File: src/rtl/dac_pkg.sv
package dac_pkg;
  typedef enum logic {
    MODE_IQ   = 1'b0,
    MODE_DUAL = 1'b1
  } dac_mode_e;
  localparam int unsigned NUM_CH = 2;
endpackage

File: src/rtl/dac_rise_det.sv
module dac_rise_det #(
  parameter int unsigned N = 4
) (
  input  logic         clk_i,
  input  logic         rst_ni,
  input  logic [N-1:0] lvl_i,
  output logic [N-1:0] rise_o
);
  logic [N-1:0] lvl_q;

  always_ff @(posedge clk_i or negedge rst_ni) begin
    if (!rst_ni) lvl_q <= '0;
    else         lvl_q <= lvl_i;
  end

  assign rise_o = lvl_i & ~lvl_q;


  held_no_rise_chk: assert property (@(posedge clk_i) disable iff (!rst_ni)
    1'b1 |=> ((rise_o & $past(lvl_i)) == '0));
endmodule

File: src/rtl/dac_chan.sv
module dac_chan #(
  parameter int unsigned DW = 8
) (
  input  logic          clk_i,
  input  logic          rst_ni,
  input  logic          wr_i,
  input  logic [DW-1:0] data_i,
  input  logic          upd_i,
  output logic [DW-1:0] code_o
);
  logic [DW-1:0] in_q;
  logic [DW-1:0] dac_q;

  // Non-blocking update: a same-cycle write is not seen by the DAC latch.
  always_ff @(posedge clk_i or negedge rst_ni) begin
    if (!rst_ni) begin
      in_q  <= '0;
      dac_q <= '0;
    end else begin
      if (wr_i)  in_q  <= data_i;
      if (upd_i) dac_q <= in_q;
    end
  end

  assign code_o = dac_q;


  hold_no_upd_chk: assert property (@(posedge clk_i) disable iff (!rst_ni)
    !upd_i |=> $stable(code_o));
endmodule

File: src/rtl/dac_iq_ctrl.sv
module dac_iq_ctrl (
  input  logic clk_i,
  input  logic rst_ni,
  input  logic en_i,
  input  logic wr_rise_i,
  input  logic wr_lvl_i,
  input  logic clk_rise_i,
  input  logic clk_lvl_i,
  input  logic sel_i,
  input  logic hold_i,
  output logic wr1_o,
  output logic wr2_o,
  output logic upd_o,
  output logic err_o
);
  logic phase_q;
  logic sel_q;
  logic err_q;

  assign wr1_o = en_i & wr_rise_i &  sel_i;
  assign wr2_o = en_i & wr_rise_i & ~sel_i;
  // phase 0 -> this edge updates, phase 1 -> this edge is skipped
  assign upd_o = en_i & clk_rise_i & ~hold_i & ~phase_q;

  always_ff @(posedge clk_i or negedge rst_ni) begin
    if (!rst_ni) begin
      phase_q <= 1'b0;
      sel_q   <= 1'b0;
      err_q   <= 1'b0;
    end else begin
      sel_q <= sel_i;
      err_q <= en_i & (sel_i != sel_q) & (wr_lvl_i | clk_lvl_i);
      if (!en_i || hold_i)  phase_q <= 1'b0;
      else if (clk_rise_i)  phase_q <= ~phase_q;
    end
  end

  assign err_o = err_q;


  no_upd_in_hold_chk: assert property (@(posedge clk_i) disable iff (!rst_ni)
    hold_i |-> !upd_o);

  skip_after_upd_chk: assert property (@(posedge clk_i) disable iff (!rst_ni)
    (upd_o && !hold_i) |=> (phase_q || !en_i));
endmodule

File: src/rtl/dac_latch_if.sv
module dac_latch_if
  import dac_pkg::*;
#(
  parameter int unsigned DW = 8
) (
  input  logic          clk_i,
  input  logic          rst_ni,
  input  logic          mode_i,
  input  logic [DW-1:0] p1_data_i,
  input  logic          p1_wr_i,
  input  logic          p1_clk_i,
  input  logic [DW-1:0] p2_data_i,
  input  logic          p2_wr_i,
  input  logic          p2_clk_i,
  output logic [DW-1:0] ch1_code_o,
  output logic [DW-1:0] ch2_code_o,
  output logic [DW-1:0] ch1_comp_o,
  output logic [DW-1:0] ch2_comp_o,
  output logic          sel_err_o
);
  localparam int unsigned NSTB = 2 * NUM_CH;

  logic      init_q;
  dac_mode_e mode_q;
  logic      dual, iq;

  always_ff @(posedge clk_i or negedge rst_ni) begin
    if (!rst_ni) begin
      init_q <= 1'b0;
      mode_q <= MODE_DUAL;
    end else if (!init_q) begin
      init_q <= 1'b1;
      mode_q <= dac_mode_e'(mode_i);
    end
  end

  assign dual = init_q & (mode_q == MODE_DUAL);
  assign iq   = init_q & (mode_q == MODE_IQ);

  // strobe order: {p2_clk, p2_wr, p1_clk, p1_wr}
  logic [NSTB-1:0] lvl, rise;
  assign lvl = {p2_clk_i, p2_wr_i, p1_clk_i, p1_wr_i};

  dac_rise_det #(.N(NSTB)) u_rise (
    .clk_i  (clk_i),
    .rst_ni (rst_ni),
    .lvl_i  (lvl),
    .rise_o (rise)
  );

  logic iq_wr1, iq_wr2, iq_upd, iq_err;

  dac_iq_ctrl u_iq (
    .clk_i      (clk_i),
    .rst_ni     (rst_ni),
    .en_i       (iq),
    .wr_rise_i  (rise[0]),
    .wr_lvl_i   (p1_wr_i),
    .clk_rise_i (rise[1]),
    .clk_lvl_i  (p1_clk_i),
    .sel_i      (p2_wr_i),
    .hold_i     (p2_clk_i),
    .wr1_o      (iq_wr1),
    .wr2_o      (iq_wr2),
    .upd_o      (iq_upd),
    .err_o      (iq_err)
  );

  logic [NUM_CH-1:0]   wr_en, upd_en;
  logic [DW-1:0]       ch_data [NUM_CH];
  logic [DW-1:0]       ch_code [NUM_CH];
  logic [DW-1:0]       dual_data [NUM_CH];
  logic [NUM_CH-1:0]   iq_wr;

  assign dual_data[0] = p1_data_i;
  assign dual_data[1] = p2_data_i;
  assign iq_wr        = {iq_wr2, iq_wr1};

  for (genvar g = 0; g < NUM_CH; g++) begin : g_ch
    assign wr_en[g]   = dual ? rise[2*g]   : iq_wr[g];
    assign upd_en[g]  = dual ? rise[2*g+1] : iq_upd;
    assign ch_data[g] = dual ? dual_data[g] : p1_data_i;

    dac_chan #(.DW(DW)) u_chan (
      .clk_i  (clk_i),
      .rst_ni (rst_ni),
      .wr_i   (wr_en[g]),
      .data_i (ch_data[g]),
      .upd_i  (upd_en[g]),
      .code_o (ch_code[g])
    );
  end

  assign ch1_code_o = ch_code[0];
  assign ch2_code_o = ch_code[1];
  assign ch1_comp_o = ~ch_code[0];
  assign ch2_comp_o = ~ch_code[1];
  assign sel_err_o  = iq_err;


  mode_frozen_chk: assert property (@(posedge clk_i) disable iff (!rst_ni)
    init_q |=> $stable(mode_q));

  iq_one_target_chk: assert property (@(posedge clk_i) disable iff (!rst_ni)
    iq |-> $onehot0(wr_en));

  no_err_dual_chk: assert property (@(posedge clk_i) disable iff (!rst_ni)
    $past(dual) |-> !sel_err_o);
endmodule

File: config.mk
export PLATFORM = sky130hd
export DESIGN_NAME = dac_latch_if
export DESIGN_NICKNAME = d
export VERILOG_FILES = /design/src/rtl/dac_pkg.sv /design/src/rtl/dac_rise_det.sv /design/src/rtl/dac_chan.sv /design/src/rtl/dac_iq_ctrl.sv /design/src/rtl/dac_latch_if.sv
export SDC_FILE = /design/constraint.sdc
export NUM_CORES = 1
export LEC_CHECK = 0
export ABC_AREA = 1
export BUFFER_PORTS_ARGS = -buffer_cell sky130_fd_sc_hd__buf_2
export CAP_MARGIN = 0
export CORE_MARGIN = 4
export CORE_UTILIZATION = 47
export CTS_BUF_LIST = sky130_fd_sc_hd__clkbuf_4 sky130_fd_sc_hd__clkbuf_8
export CTS_CLUSTER_DIAMETER = 50
export DETAILED_ROUTE_END_ITERATION = 7
export PLACE_DENSITY_LB_ADDON = 0.05
export SYNTH_ARGS = -nofsm -noshare
export SYNTH_HDL_FRONTEND = slang
export SYNTH_SLANG_ARGS = --single-unit
File: constraint.sdc
create_clock -name clk_i -period 1.25 [get_ports clk_i]
set_clock_uncertainty 0.2 [all_clocks]
set_input_delay 0.25 -clock clk_i [delete_from_list [all_inputs] [get_ports clk_i]]
set_output_delay 0.25 -clock clk_i [all_outputs]
set_load 0.02 [all_outputs]
# After elaboration in Yosys (flattened, before gate mapping)
# Index checks and enable logic that the tools add are counted.
op_classes:
  magnitude_cmp: 0
  n_bitwise: 19
  n_mul: 0
  n_eq_ne: 1
  muxes: 7
  shifts: 0
  add_sub_neg: 0
  reduce_logical: 3
  div_mod_pow: 0
op_table:
  columns: ["operator", "count"]
  rows:
  - ["NOT 8 bit", 2]
  - ["AND 1 bit", 10]
  - ["two-way mux 8 bit", 1]
  - ["two-way mux 1 bit", 6]
  - ["AND 4 bit", 1]
  - ["NOT 1 bit", 4]
  - ["NOT 4 bit", 1]
  - ["nonzero test 2 bit", 1]
  - ["zero test 1 bit", 1]
  - ["logical OR 1 bit", 1]
  - ["!= test 1 bit", 1]
  - ["bitwise OR 1 bit", 1]
totals:
  input_bits: 23
  regBits: 41
  latchBits: 0
  out_inout_bits: 33
  rom_bits: 0
  word_cells: 40
  memories: 0
  mem_bits_rw: 0

# Longest topological paths before layout
# Gate-level depths: netlist of run 1.
depth:
  ltp_word: 6
  depth_mapped: 7

# By module
# From an unflattened synthesis of run 1, not the netlist that was laid out.
unflattened:
  hier_cells: 232
  hier_area_um2: 1821.7
by_module_without_submodules:
  columns: ["mod", "cells_each", "n_inst", "area_each_um2"]
  rows:
  - ["dac_chan", 68, 2, 610.6]
  - ["dac_latch_if", 62, 1, 309.0]
  - ["dac_iq_ctrl", 22, 1, 151.4]
  - ["dac_rise_det", 12, 1, 140.1]

# Worst setup path before layout of run 1
# Ideal clock, no wire load.
synth_timing:
  kind: "reg2reg"
  start: "register mode_q"
  end: "register g_ch[0].u_chan.dac_q[0]"
  path_buffers: 0
  arrival_ps: 1039
  period_less_slack_ps: 1356
  path_slack_ps: -106
  path_stages_with_launch: 8
  path_cell_list: "dfstp_2 > inv_1 > nand2_2 > nor2_4 > nand2_4 > nand2_2 > nand2_1 > nand2_1"
synth_via:
  elab_chain_cells: 6
  word_cells_on_any_way: 7
  cone_classes: "mux: 1; bitwise: 6"
synth_rtl:
  columns: ["element", "line_no", "rtl"]
  rows:
  - ["start, declared", "dac_latch_if.sv:24", "dac_mode_e mode_q;"]
  - ["start signal, assigned", "dac_latch_if.sv:33", "mode_q <= dac_mode_e'(mode_i);"]
  - ["NOT 1 bit", "dac_latch_if.sv:38", "assign iq = init_q & (mode_q == MODE_IQ);"]
  - ["AND 1 bit", "dac_latch_if.sv:38", null]
  - ["AND 1 bit (3 in a row)", "dac_iq_ctrl.sv:23", "assign upd_o = en_i & clk_rise_i & ~hold_i & ~phase_q;"]
  - ["two-way mux 1 bit (*)", "dac_latch_if.sv:81", "assign upd_en[g] = dual ? rise[2*g+1] : iq_upd;"]
  - ["end signal, assigned", "dac_chan.sv:21", "if (upd_i) dac_q <= in_q;"]
  - ["end, declared", "dac_chan.sv:12", "logic [DW-1:0] dac_q;"]
# Mark *: on every way between the ends. The rest lies on a longest branch, timed or not.
# A chain may end at the register's enable or synchronous reset.

# Worst setup path after layout of run 1
layout_timing:
  start: "register mode_q"
  end: "register g_ch[0].u_chan.dac_q[4]"
# The elaborated chain is that of the path after synthesis.

==> summary.txt, run 1 <==
Finish
  • Fill cells: 215
  • Antenna diode count: 0
  • Multi-input logic area: 932 um^2
  • Core Util, Final: 0.828
  • Fin nets: 323
  • Share of cells above drive strength 1: 0.580
  • Layout area overhead: 69.8%
  • Non-filler cells, final: 348
  • Register area: 0.00100 mm^2
  • Fin area: 0.00306 mm^2

Floorplan
  • Die H: 69.9 um
  • Die area: 0.00488 mm^2
  • Initial Utilization: 0.488
  • Row Count: 22
  • IO Pins: 56
  • Die W: 69.9 um
  • CORE AREA: 0.00369 mm^2

Worst setup path
  • Worst setup EP type: flop
  • Max FO, Critical Path: 8
  • Req. time, crit path: 1.27 ns
  • Reg2Reg Setup Slack: -0.22 ns
  • Crit path launch type: flop
  • WS Path Type: reg2reg
  • CP Data Arrival Time: 1.49 ns

Timing
  • Max Freq: 0.681 GHz
  • Setup TNS: -7.95 ns
  • Tcrit/Tclk final: 1.17
  • Final hold violations: 0
  • Crit path time final: 1.47 ns
  • Final worst slack: -0.218 ns
  • Final Max Tran Viols: 0
  • Final setup viols: 65
  • RSZ-0062 raised after global routing: yes
  • Hold slack final: 0.0283 ns

GRT
  • Initial antenna violation count: 0
  • First-pass GRT wire length: 7.51 mm
  • Vias in the first global route: 1579
  • Largest net degree at the start of global routing: 17
  • Total Routing Usage GR: 0.194
  • GRT Residual Overflow: 0

Drt
  • Vias per std cell: 4.87
  • Per-cell routed wire length: 14.6 um
  • Vias: 1694
  • WL final: 5.08 mm
  • Routed Antenna Nets: 0
  • Initial DRT Pass Iterations: 4
  • Residual DRC: 0
  • DRT iter0 DRCs: 74

Clock network
  • CTS Buffer Depth: 2
  • CTS Buf Count: 5
  • CTS tree: done
  • Clock transition at path regs: 0.07 ns
  • Worst-Skew Late Latency: 0.29 ns
  • H-tree depth: 2
  • Clock sinks: 40
  • CTS root buf: clkbuf_8

Synthesis
  • Post-Syn Area per Cell: 9.00 um^2
  • Yosys top cell area share: 0.542
  • Sequential share of the synthesized area: 0.557
  • Post-Syn Area: 0.00180 mm^2
  • Post-synth cell types: 23
  • Mapped Cells: 200
  • Top post-synthesis cells by area: dfrtp_1 54%, nand2_1 14%, nand3_1 6.7%
  • Yosys Warn Count: 0
  • Register bit total from synthesis: 40
  • Synth area leader: dfrtp_1
  • Syn_nets: 224

Min path
  • Worst hold path type: in2reg

Placement
  • Dpl hpwl: 3.05 mm
  • Area of placed instances: 0.00227 mm^2
  • Buffers on Ports: 55
  • Placed Cells: 317
  • Post-place setup slack: -0.205 ns
  • GPL Wtd Cong: 0.756

Pwr
  • Leakage: 1.60 nW
  • Pwr/cell area: 1580 mW/mm^2
  • Peak supply drop: 0.000915 V
  • Power, Total: 4.84 mW

Status
  • Status: complete, but fails checks
  • Failing checks: setup timing

Job
  • Max-cap violations: 0
where the power goes:
part	total (mW)	internal, mW	switching (mW)	leakage [nW]
Combinational	2.05	1.06	0.984	1.04
Sequential	1.87	1.58	0.293	0.504
Clock	0.917	0.493	0.423	0.0523
critical path, cell delays in order, from the launching register on:
cell and delay (ns):
dfstp_2 0.60, nand2_4 0.10, clkinv_8 0.09, nand3_4 0.13, nand2_8 0.15, nand2_1 0.06, nand2_1 0.07
area by class of cell:
class | instances | share of cell area
inverters | 28 | 0.0385
clock buffers | 8 | 0.0319
well taps | 48 | 0.0197
flip-flops and latches | 40 | 0.328
multi-input cells | 131 | 0.305
repair buffers | 93 | 0.276
cell usage in the layout (no fill, tap or decap):
master and count:
nand2_1 42, buf_6 39, dfrtp_1 38, buf_4 24
buf_2 22, nand2_2 16, nand3_1 15, inv_1 14
nand2_4 14, inv_2 13, nand3_2 11, o21ai_2 9
o21ai_1 7, clkbuf_8 6, nand2_8 5, dlygate4sd3_1 5
nor2_4 4, clkbuf_4 2, buf_12 2, nor2_1 1
nor3_1 1, o21ai_4 1, clkinv_8 1, nand3_4 1
o21a_1 1, nor2_2 1, ha_1 1, clkbuf_16 1
dfrtp_2 1, conb_1 1, dfstp_2 1
Yosys cell counts:
master / n
nor2_4: 1
nand3_4: 1
nor3_1: 1
o21ai_0: 6
nand2_1: 67
nand2_4: 3
dfrtp_1: 39
conb_1: 1
clkinv_4: 1
o21ai_2: 9
nor2_1: 3
buf_8: 1
nand3_2: 1
dfstp_2: 1
buf_6: 1
ha_1: 1
buf_4: 1
nor2_2: 2
inv_1: 27
nand3_1: 24
o21ai_1: 2
o21a_1: 1
nand2_2: 6
routing by layer:
metal	GRT usage	vias up	wire (um)	share of wire
met5	0	-	0	0
met4	0.0638	0	89	0.018
met3	0.0489	10	241	0.047
met2	0.311	53	2640	0.52
met1	0.258	804	2120	0.42
li1	-	827	-	-
timing repair:
| item | 4_1_cts | 5_1_grt |
|---|---|---|
| setup buffers | 8 | 7 |
| endpoints found under the setup margin | 66 | 67 |
| gates cloned | 2 | 1 |
| gates resized for setup | 84 | 65 |
| hold buffers | 5 | 0 |
| pin swaps | 6 | 23 |
| endpoints found under the hold margin | 44 | 0 |
sequential cells by signal, indices dropped and copies added, names as in the netlist:
| name | cells |
|---|---|
| g_ch.u_chan.code_o | 16 |
| g_ch.u_chan.in_q | 16 |
| u_rise.lvl_q | 4 |
| init_q | 1 |
| mode_q | 1 |
| u_iq.err_o | 1 |
| u_iq.phase_q | 1 |
worst paths after layout:
kind,from,end,cells past startpoint
setup reg to reg,mode_q,g_ch[0].u_chan.code_o[4],6
hold reg to reg,g_ch[1].u_chan.in_q[1],g_ch[1].u_chan.code_o[1],2
setup / recovery,mode_q,g_ch[0].u_chan.code_o[4],6
max in group asynchronous,rst_ni,init_q,3
min in group asynchronous,rst_ni,g_ch[1].u_chan.in_q[4],2
hold / removal,p1_data_i[5],g_ch[0].u_chan.in_q[5],3
kinds of logic (layout without fill, tap and decap cells):
kind of cell	count (synthesis)	count (layout)	share of synthesized area
AOI/OAI and AO/OA	18	18	0.0702
adders and majority gates	1	1	0.00695
buffers and inverters	31	129	0.0800
DFF	40	40	0.557
other	1	1	0.00208
and+or+nand+nor	109	111	0.284
(Power assumes the default switching activity.)
==> inputs of run 2 (changes only) <==
REMOVE_ABC_BUFFERS = 1   (was default)
==> run 2 against run 1 <==
The flow still finishes with violations (setup timing). Global-route usage grew 1.4 points. First-iteration DRC count grew 4.1%. Sequential share of layout area grew 1.3 points. Critical endpoint is now g_ch[1].u_chan.code_o[0].
==> summary.txt, run 2 (same netlist as run 1, synthesis figures left out) <==
Drt
  • WL final: 4.78 mm (was 5.08 mm)
  • Vias: 1647 (was 1694)
  • Residual DRC: 0 (unchanged)
  • Routed Antenna Nets: 0 (unchanged)
  • Vias per std cell: 4.79 (was 4.87)
  • Per-cell routed wire length: 13.9 um (was 14.6 um)
  • DRT iter0 DRCs: 77 (was 74)
  • Initial DRT Pass Iterations: 4 (unchanged)

Worst setup path
  • CP Data Arrival Time: 1.49 ns (about the same)
  • Crit-path slowest cell: dfstp_2 (unchanged)
  • Critical path cell sequence: nand2_4, nor2_4, nand2_4, nand2_8, nand2_1, nand2_1 (was nand2_4, clkinv_8, nand3_4, nand2_8, nand2_1, nand2_1)
  • Reg2reg path depth: 6 (unchanged)
  • Buffers & Inverters on Critical Path: 0 (was 1)
  • RR Endpoint: g_ch[1].u_chan.code_o[0] (was g_ch[0].u_chan.code_o[4])
  • RR Startpoint: mode_q (unchanged)
  • Worst setup EP type: flop (unchanged)
  • Max incr delay on CP: 0.59 ns (was 0.60 ns)
  • Max FO, Critical Path: 8 (unchanged)
  • Top delay family on crit path: simple AND/OR/NAND/NOR gates (was flip-flops)
  • Logic depth of the worst path, buffers included: 6 (unchanged)
  • WS Path Type: reg2reg (unchanged)
  • Req. time, crit path: 1.28 ns (was 1.27 ns)
  • Crit path launch type: flop (unchanged)
  • Reg2Reg Setup Slack: -0.21 ns (was -0.22 ns)

Finish
  • Core Util, Final: 0.796 (was 0.828)
  • Non-filler cells, final: 344 (was 348)
  • Layout area overhead: 63.1% (was 69.8%)
  • Multi-input logic area: 800 um^2 (was 932 um^2)
  • Share of cells above drive strength 1: 0.527 (was 0.580)
  • Antenna diode count: 0 (unchanged)
  • Most common cell after layout, fill and taps aside: nand2_1 (unchanged)
  • Fill cells: 234 (was 215)
  • Leading cell types in the layout, fill and taps excluded: 51 x nand2_1, 38 x dfrtp_1, 36 x buf_6 (was 42 x nand2_1, 39 x buf_6, 38 x dfrtp_1)
  • Fin nets: 319 (was 323)
  • Register area: 0.00100 mm^2 (unchanged)

Pwr
  • Peak supply drop: 0.000927 V (was 0.000915 V)
  • Pwr/cell area: 1790 mW/mm^2 (was 1580 mW/mm^2)
  • Sw frac: 0.318 (was 0.352)
  • Clock power frac: 0.277 (was 0.190)
  • Leakage: 1.56 nW (was 1.60 nW)
  • Switch Pwr: 1.67 mW (was 1.70 mW)
  • Flop pwr share: 0.352 (was 0.387)
  • Int Power: 3.58 mW (was 3.14 mW)
  • Power, Total: 5.25 mW (was 4.84 mW)
  • Logic gate share of total power: 0.372 (was 0.424)

Timing
  • RSZ-0062 raised after global routing: yes (unchanged)
  • Max Freq: 0.685 GHz (was 0.681 GHz)
  • Final setup viols: 68 (was 65)
  • Final worst slack: -0.210 ns (was -0.218 ns)
  • Final hold violations: 0 (unchanged)
  • Crit path time final: 1.46 ns (was 1.47 ns)
  • Final Max Tran Viols: 0 (unchanged)
  • Tcrit/Tclk final: 1.17 (about the same)
  • Setup TNS: -7.63 ns (was -7.95 ns)

Min path
  • Worst hold path type: in2reg (unchanged)
  • Hold Crit Depth: 2 (was 3)
  • Worst Hold Path EP: u_rise.lvl_q[2] (was g_ch[0].u_chan.in_q[5])
  • Hold Path Origin: p2_wr_i (was p1_data_i[5])

Floorplan
  • Initial Utilization: 0.488 (unchanged)
  • Row Count: 22 (unchanged)
  • CORE AREA: 0.00369 mm^2 (unchanged)
  • Die W: 69.9 um (unchanged)
  • IO Pins: 56 (unchanged)
  • Die H: 69.9 um (unchanged)
  • Die area: 0.00488 mm^2 (unchanged)

GRT
  • Largest net degree at the start of global routing: 24 (was 17)
  • First-pass GRT wire length: 7.99 mm (was 7.51 mm)
  • Total Routing Usage GR: 0.208 (was 0.194)
  • Initial antenna violation count: 0 (unchanged)
  • Vias in the first global route: 1582 (was 1579)
  • GRT Residual Overflow: 0 (unchanged)

Clock network
  • CTS root buf: clkbuf_8 (unchanged)
  • CTS Buffer Depth: 2 (unchanged)
  • H-tree depth: 2 (unchanged)
  • Clock transition at path regs: 0.08 ns (was 0.07 ns)
  • Clock sinks: 40 (unchanged)
  • CTS Buf Count: 5 (unchanged)
  • Worst-Skew Late Latency: 0.29 ns (about the same)
  • CTS tree: done (unchanged)

Placement
  • GPL Wtd Cong: 0.752 (was 0.756)
  • Placed Cells: 315 (was 317)
  • Buffers on Ports: 55 (unchanged)
  • Dpl hpwl: 3.03 mm (was 3.05 mm)

Status
  • Failing checks: setup timing (unchanged)
  • Status: complete, but fails checks (unchanged)

Job
  • Max-cap violations: 0 (unchanged)
==> run 2: power groups by stage <==
stage               Clock [mW]  Sequential [mW]  Combinational (mW)
global placement             0             1.80                1.26
CTS                       1.47             1.81                1.85
global route              1.53             1.89                2.08
floorplan                    0             1.95               0.599
detailed placement           0             1.80                1.28
finish                    1.45             1.84                1.95
==> run 2: how the worst max path moves through the flow <==
stage,from,end,slack [ns]
after floorplan,mode_q,g_ch[0].u_chan.code_o[0],-0.16
after global placement,mode_q,g_ch[1].u_chan.code_o[1],-0.18
after detailed placement,mode_q,g_ch[1].u_chan.code_o[1],-0.18
after CTS,mode_q,g_ch[1].u_chan.code_o[1],-0.16
after global routing,mode_q,g_ch[1].u_chan.code_o[1],-0.27
final,mode_q,g_ch[1].u_chan.code_o[0],-0.21
==> run 2: routing by layer <==
layer | track usage | wire length (um)
met3 | 0.0547 | 250
met2 | 0.315 | 2340
met1 | 0.302 | 2160
met4 | 0.0426 | 27
met5 | 0 | 0
==> run 2: layout make-up <==
cell class	instances	share of cell area
repair buffers	88	0.271
clock buffers	5	0.0234
clock inverters	3	0.0307
inverters	28	0.0401
flip-flops and latches	40	0.342
well taps	48	0.0205
multi-input cells	132	0.272
==> run 2: what timing repair did <==
action / in CTS / in global routing
setup buffers: 9 / 4
hold buffers: 3 / 0
cloned: 5 / 0
resized for setup: 105 / 27
setup endpoints to repair: 66 / 68
endpoints found under the hold margin: 42 / 0
pin swaps: 19 / 17
==> run 2: through the flow <==
stage | hold WS (ns) | worst slack [ns] | cell area (um^2)
2_1_floorplan | -0.246 | -0.159 | 1770
3_3_place_gp | -0.0364 | -0.176 | 2240
3_5_place_dp | -0.0382 | -0.177 | 2240
4_1_cts | 0.0272 | -0.165 | 2840
5_1_grt | 0.0355 | -0.270 | 2940
6_report | 0.0323 | -0.210 | 2940
==> run 2: worst register-to-register path, cell delays in order (launching register included) <==
cell and delay [ns]:
dfstp_2 0.59, nand2_4 0.10, nor2_4 0.17, nand2_4 0.11
nand2_8 0.11, nand2_1 0.06, nand2_1 0.06
==> inputs of run 3 (changes only) <==
ABC_AREA = default   (was 1)
CORE_UTILIZATION = 46   (was 47)
RECOVER_POWER = 25   (was default)
==> run 3 against run 2 <==
Synthesized cell count is 40% lower. Critical path depth is 2 lower. Worst hold slack better by 0.012 ns. Critical endpoint is now g_ch[1].u_chan.code_o[7]. Worst setup slack worse by 0.20 ns. The run still ends with setup timing left. Largest cell class unchanged. Sequential power is 8% higher. Routed wire length is 16% lower. Non-clock buffer count is 5 higher. Cell area is 8.4% lower.
==> summary.txt, run 3 <==
Status
  • Status: complete, but fails checks (unchanged)
  • Failing checks: setup timing (unchanged)

Drt
  • Residual DRC: 0 (unchanged)
  • Routed Antenna Nets: 0 (unchanged)
  • Vias: 1279 (was 1647)
  • Initial DRT Pass Iterations: 4 (unchanged)
  • WL final: 4.00 mm (was 4.78 mm)
  • Vias per std cell: 4.81 (was 4.79)
  • Per-cell routed wire length: 15.0 um (was 13.9 um)
  • DRT iter0 DRCs: 36 (was 77)

Synthesis
  • Yosys Warn Count: 0 (unchanged)
  • Mapped Cells: 120 (was 200)
  • Yosys top cell area share: 0.585 (was 0.542)
  • Top post-synthesis cells by area: dfrtp_1 58%, mux2_2 17%, o221a_2 5.4% (was dfrtp_1 54%, nand2_1 14%, nand3_1 6.7%)
  • Sequential share of the synthesized area: 0.600 (was 0.557)
  • Post-Syn Area: 0.00167 mm^2 (was 0.00180 mm^2)
  • Number of synthesized flops with an enable pin: 0 (unchanged)
  • Synth area leader: dfrtp_1 (unchanged)
  • Post-synth top flop: dfrtp_1 (unchanged)
  • Commonest cells post-synth: 39 x dfrtp_1, 25 x mux2_2, 18 x inv_1 (was 67 x nand2_1, 39 x dfrtp_1, 27 x inv_1)
  • Asr flop ratio synth: 1.00 (unchanged)
  • Top-count cell post-synth: dfrtp_1 (was nand2_1)
  • Post-synth cell types: 23 (unchanged)
  • Post-Syn Area per Cell: 13.9 um^2 (was 9.00 um^2)
  • Register bit total from synthesis: 40 (unchanged)

Floorplan
  • Die W: 68.2 um (was 69.9 um)
  • Initial Utilization: 0.489 (was 0.488)
  • IO Pins: 56 (unchanged)
  • Row Count: 21 (was 22)
  • CORE AREA: 0.00342 mm^2 (was 0.00369 mm^2)
  • Die H: 68.2 um (was 69.9 um)
  • Die area: 0.00466 mm^2 (was 0.00488 mm^2)

GRT
  • Vias in the first global route: 1317 (was 1582)
  • Met2 GRT Util: 0.324 (was 0.315)
  • Grt met3 use: 0.0411 (was 0.0547)
  • Total Routing Usage GR: 0.188 (was 0.208)
  • GRT Max-Usage Layer: met2 (unchanged)
  • Met1 Use GR: 0.233 (was 0.302)
  • First-pass GRT wire length: 6.30 mm (was 7.99 mm)
  • Largest net degree at the start of global routing: 17 (was 24)
  • Initial antenna violation count: 0 (unchanged)
  • GRT Residual Overflow: 0 (unchanged)

Timing
  • Final hold violations: 0 (unchanged)
  • Setup TNS: -15.72 ns (was -7.63 ns)
  • Final Max Tran Viols: 0 (unchanged)
  • RSZ-0062 raised after global routing: yes (unchanged)
  • Tcrit/Tclk final: 1.33 (was 1.17)
  • Max Freq: 0.603 GHz (was 0.685 GHz)
  • Final setup viols: 65 (was 68)
  • Final worst slack: -0.409 ns (was -0.210 ns)
  • Hold slack final: 0.0446 ns (was 0.0323 ns)
  • Crit path time final: 1.66 ns (was 1.46 ns)

Pwr
  • Pwr/cell area: 1950 mW/mm^2 (was 1790 mW/mm^2)
  • Power, Total: 5.25 mW (about the same)
  • Peak supply drop: 0.00118 V (was 0.000927 V)
  • Leakage: 1.33 nW (was 1.56 nW)

Worst setup path
  • WS Path Type: reg2reg (unchanged)
  • Crit path launch type: flop (unchanged)
  • Crit-path slowest cell: dfrtp_2 (was dfstp_2)
  • Reg2reg path depth: 4 (was 6)
  • Max incr delay on CP: 0.47 ns (was 0.59 ns)
  • Critical path cell sequence: and3b_2, a21oi_2, buf_6, mux2_4 (was nand2_4, nor2_4, nand2_4, nand2_8, nand2_1, nand2_1)
  • Worst setup EP type: flop (unchanged)
  • Max FO, Critical Path: 8 (unchanged)
  • CP Data Arrival Time: 1.69 ns (was 1.49 ns)
  • Req. time, crit path: 1.28 ns (about the same)

Clock network
  • Clock sinks: 40 (unchanged)
  • CTS root buf: clkbuf_4 (was clkbuf_8)
  • CTS tree: done (unchanged)
  • H-tree depth: 2 (unchanged)
  • CTS Buffer Depth: 2 (unchanged)
  • CTS Buf Count: 5 (unchanged)
  • Worst-Skew Late Latency: 0.34 ns (was 0.29 ns)
  • Clock transition at path regs: 0.12 ns (was 0.08 ns)

Min path
  • Worst hold path type: in2reg (unchanged)
  • Hold Crit Depth: 3 (was 2)

Placement
  • Area of placed instances: 0.00214 mm^2 (was 0.00224 mm^2)
  • Buffers on Ports: 55 (unchanged)
  • Dpl hpwl: 2.85 mm (was 3.03 mm)
  • GPL Wtd Cong: 0.779 (was 0.752)
  • Placed Cells: 236 (was 315)

Finish
  • Antenna diode count: 0 (unchanged)
  • Fin nets: 243 (was 319)
  • Fill cells: 212 (was 234)
  • Layout area overhead: 61.2% (was 63.1%)
  • Non-filler cells, final: 266 (was 344)
  • Fin area: 0.00269 mm^2 (was 0.00294 mm^2)
  • Leading cell types in the layout, fill and taps excluded: 40 x buf_6, 38 x dfrtp_1, 20 x buf_2 (was 51 x nand2_1, 38 x dfrtp_1, 36 x buf_6)
  • Share of cells above drive strength 1: 0.659 (was 0.527)
  • Most common cell after layout, fill and taps aside: buf_6 (was nand2_1)

Job
  • Max-cap violations: 0 (unchanged)
[run 3: cell families (layout without fill, tap and decap cells)]
group / after synthesis / after routing / synth area share
and+or+nand+nor: 21 / 21 / 0.0892
buffers and inverters: 20 / 120 / 0.0457
other: 1 / 1 / 0.00225
xor gates and xnor gates: 1 / 1 / 0.00525
AOI/OAI and AO/OA: 11 / 11 / 0.0810
adders and majority gates: 1 / 1 / 0.00750
DFF: 40 / 40 / 0.600
muxes: 25 / 25 / 0.169
[run 3: repair_timing]
| action | CTS | global route |
|---|---|---|
| pin swaps | 1 | 2 |
| hold buffers | 14 | 0 |
| endpoints found under the hold margin | 57 | 0 |
| resized for setup | 80 | 14 |
| setup buffers | 4 | 5 |
| endpoints found under the setup margin | 65 | 65 |
| gates cloned | 0 | 0 |
[run 3: layout make-up]
cell class	instances	area, um^2	share of cell area
sequential	40	1000	0.373
clock buffer	6	51.3	0.0191
multi-input combinational	60	644	0.240
clock inverter	2	10.0	0.00372
inverter	19	71.3	0.0265
timing repair buffer	93	852	0.317
tap	46	57.6	0.0214
[run 3: power breakdown]
part / total [mW] / leakage [nW] / internal, mW / switching (mW)
registers: 1.99 / 0.466 / 1.66 / 0.324
logic: 2.59 / 0.824 / 1.48 / 1.11
clock network: 0.667 / 0.0380 / 0.268 / 0.399
[run 3: final timing paths]
check / slack [ns] / from / endpoint
min in group asynchronous: 0.16 / rst_ni / u_rise.lvl_q[3]
max reg2reg: -0.41 / init_q / g_ch[1].u_chan.code_o[7]
max in group asynchronous: 0.28 / rst_ni / init_q
min: 0.04 / p2_data_i[0] / g_ch[1].u_chan.in_q[0]
min reg2reg: 0.31 / g_ch[0].u_chan.in_q[3] / g_ch[0].u_chan.code_o[3]
max: -0.41 / init_q / g_ch[1].u_chan.code_o[7]
[run 3: per-stage QoR]
step / util / worst slack (ns)
2_1_floorplan: - / -0.414
3_3_place_gp: 0.627 / -0.443
3_5_place_dp: 0.627 / -0.504
4_1_cts: 0.769 / -0.399
5_1_grt: 0.788 / -0.436
6_report: 0.788 / -0.409
[run 3: metal layers]
layer / vias to the layer above / routed length [um]
met4: 0 / 48
met3: 7 / 201
met5: - / 0
met1: 620 / 1600
li1: 615 / -
met2: 37 / 2150
[run 3: worst max-delay path: cells and delay by family (launching register included)]
kind | cells | cell delay [ns]
compound gates | 1 | 0.16
buf+inv | 1 | 0.18
flops | 1 | 0.47
mux | 1 | 0.30
simple gates | 1 | 0.25
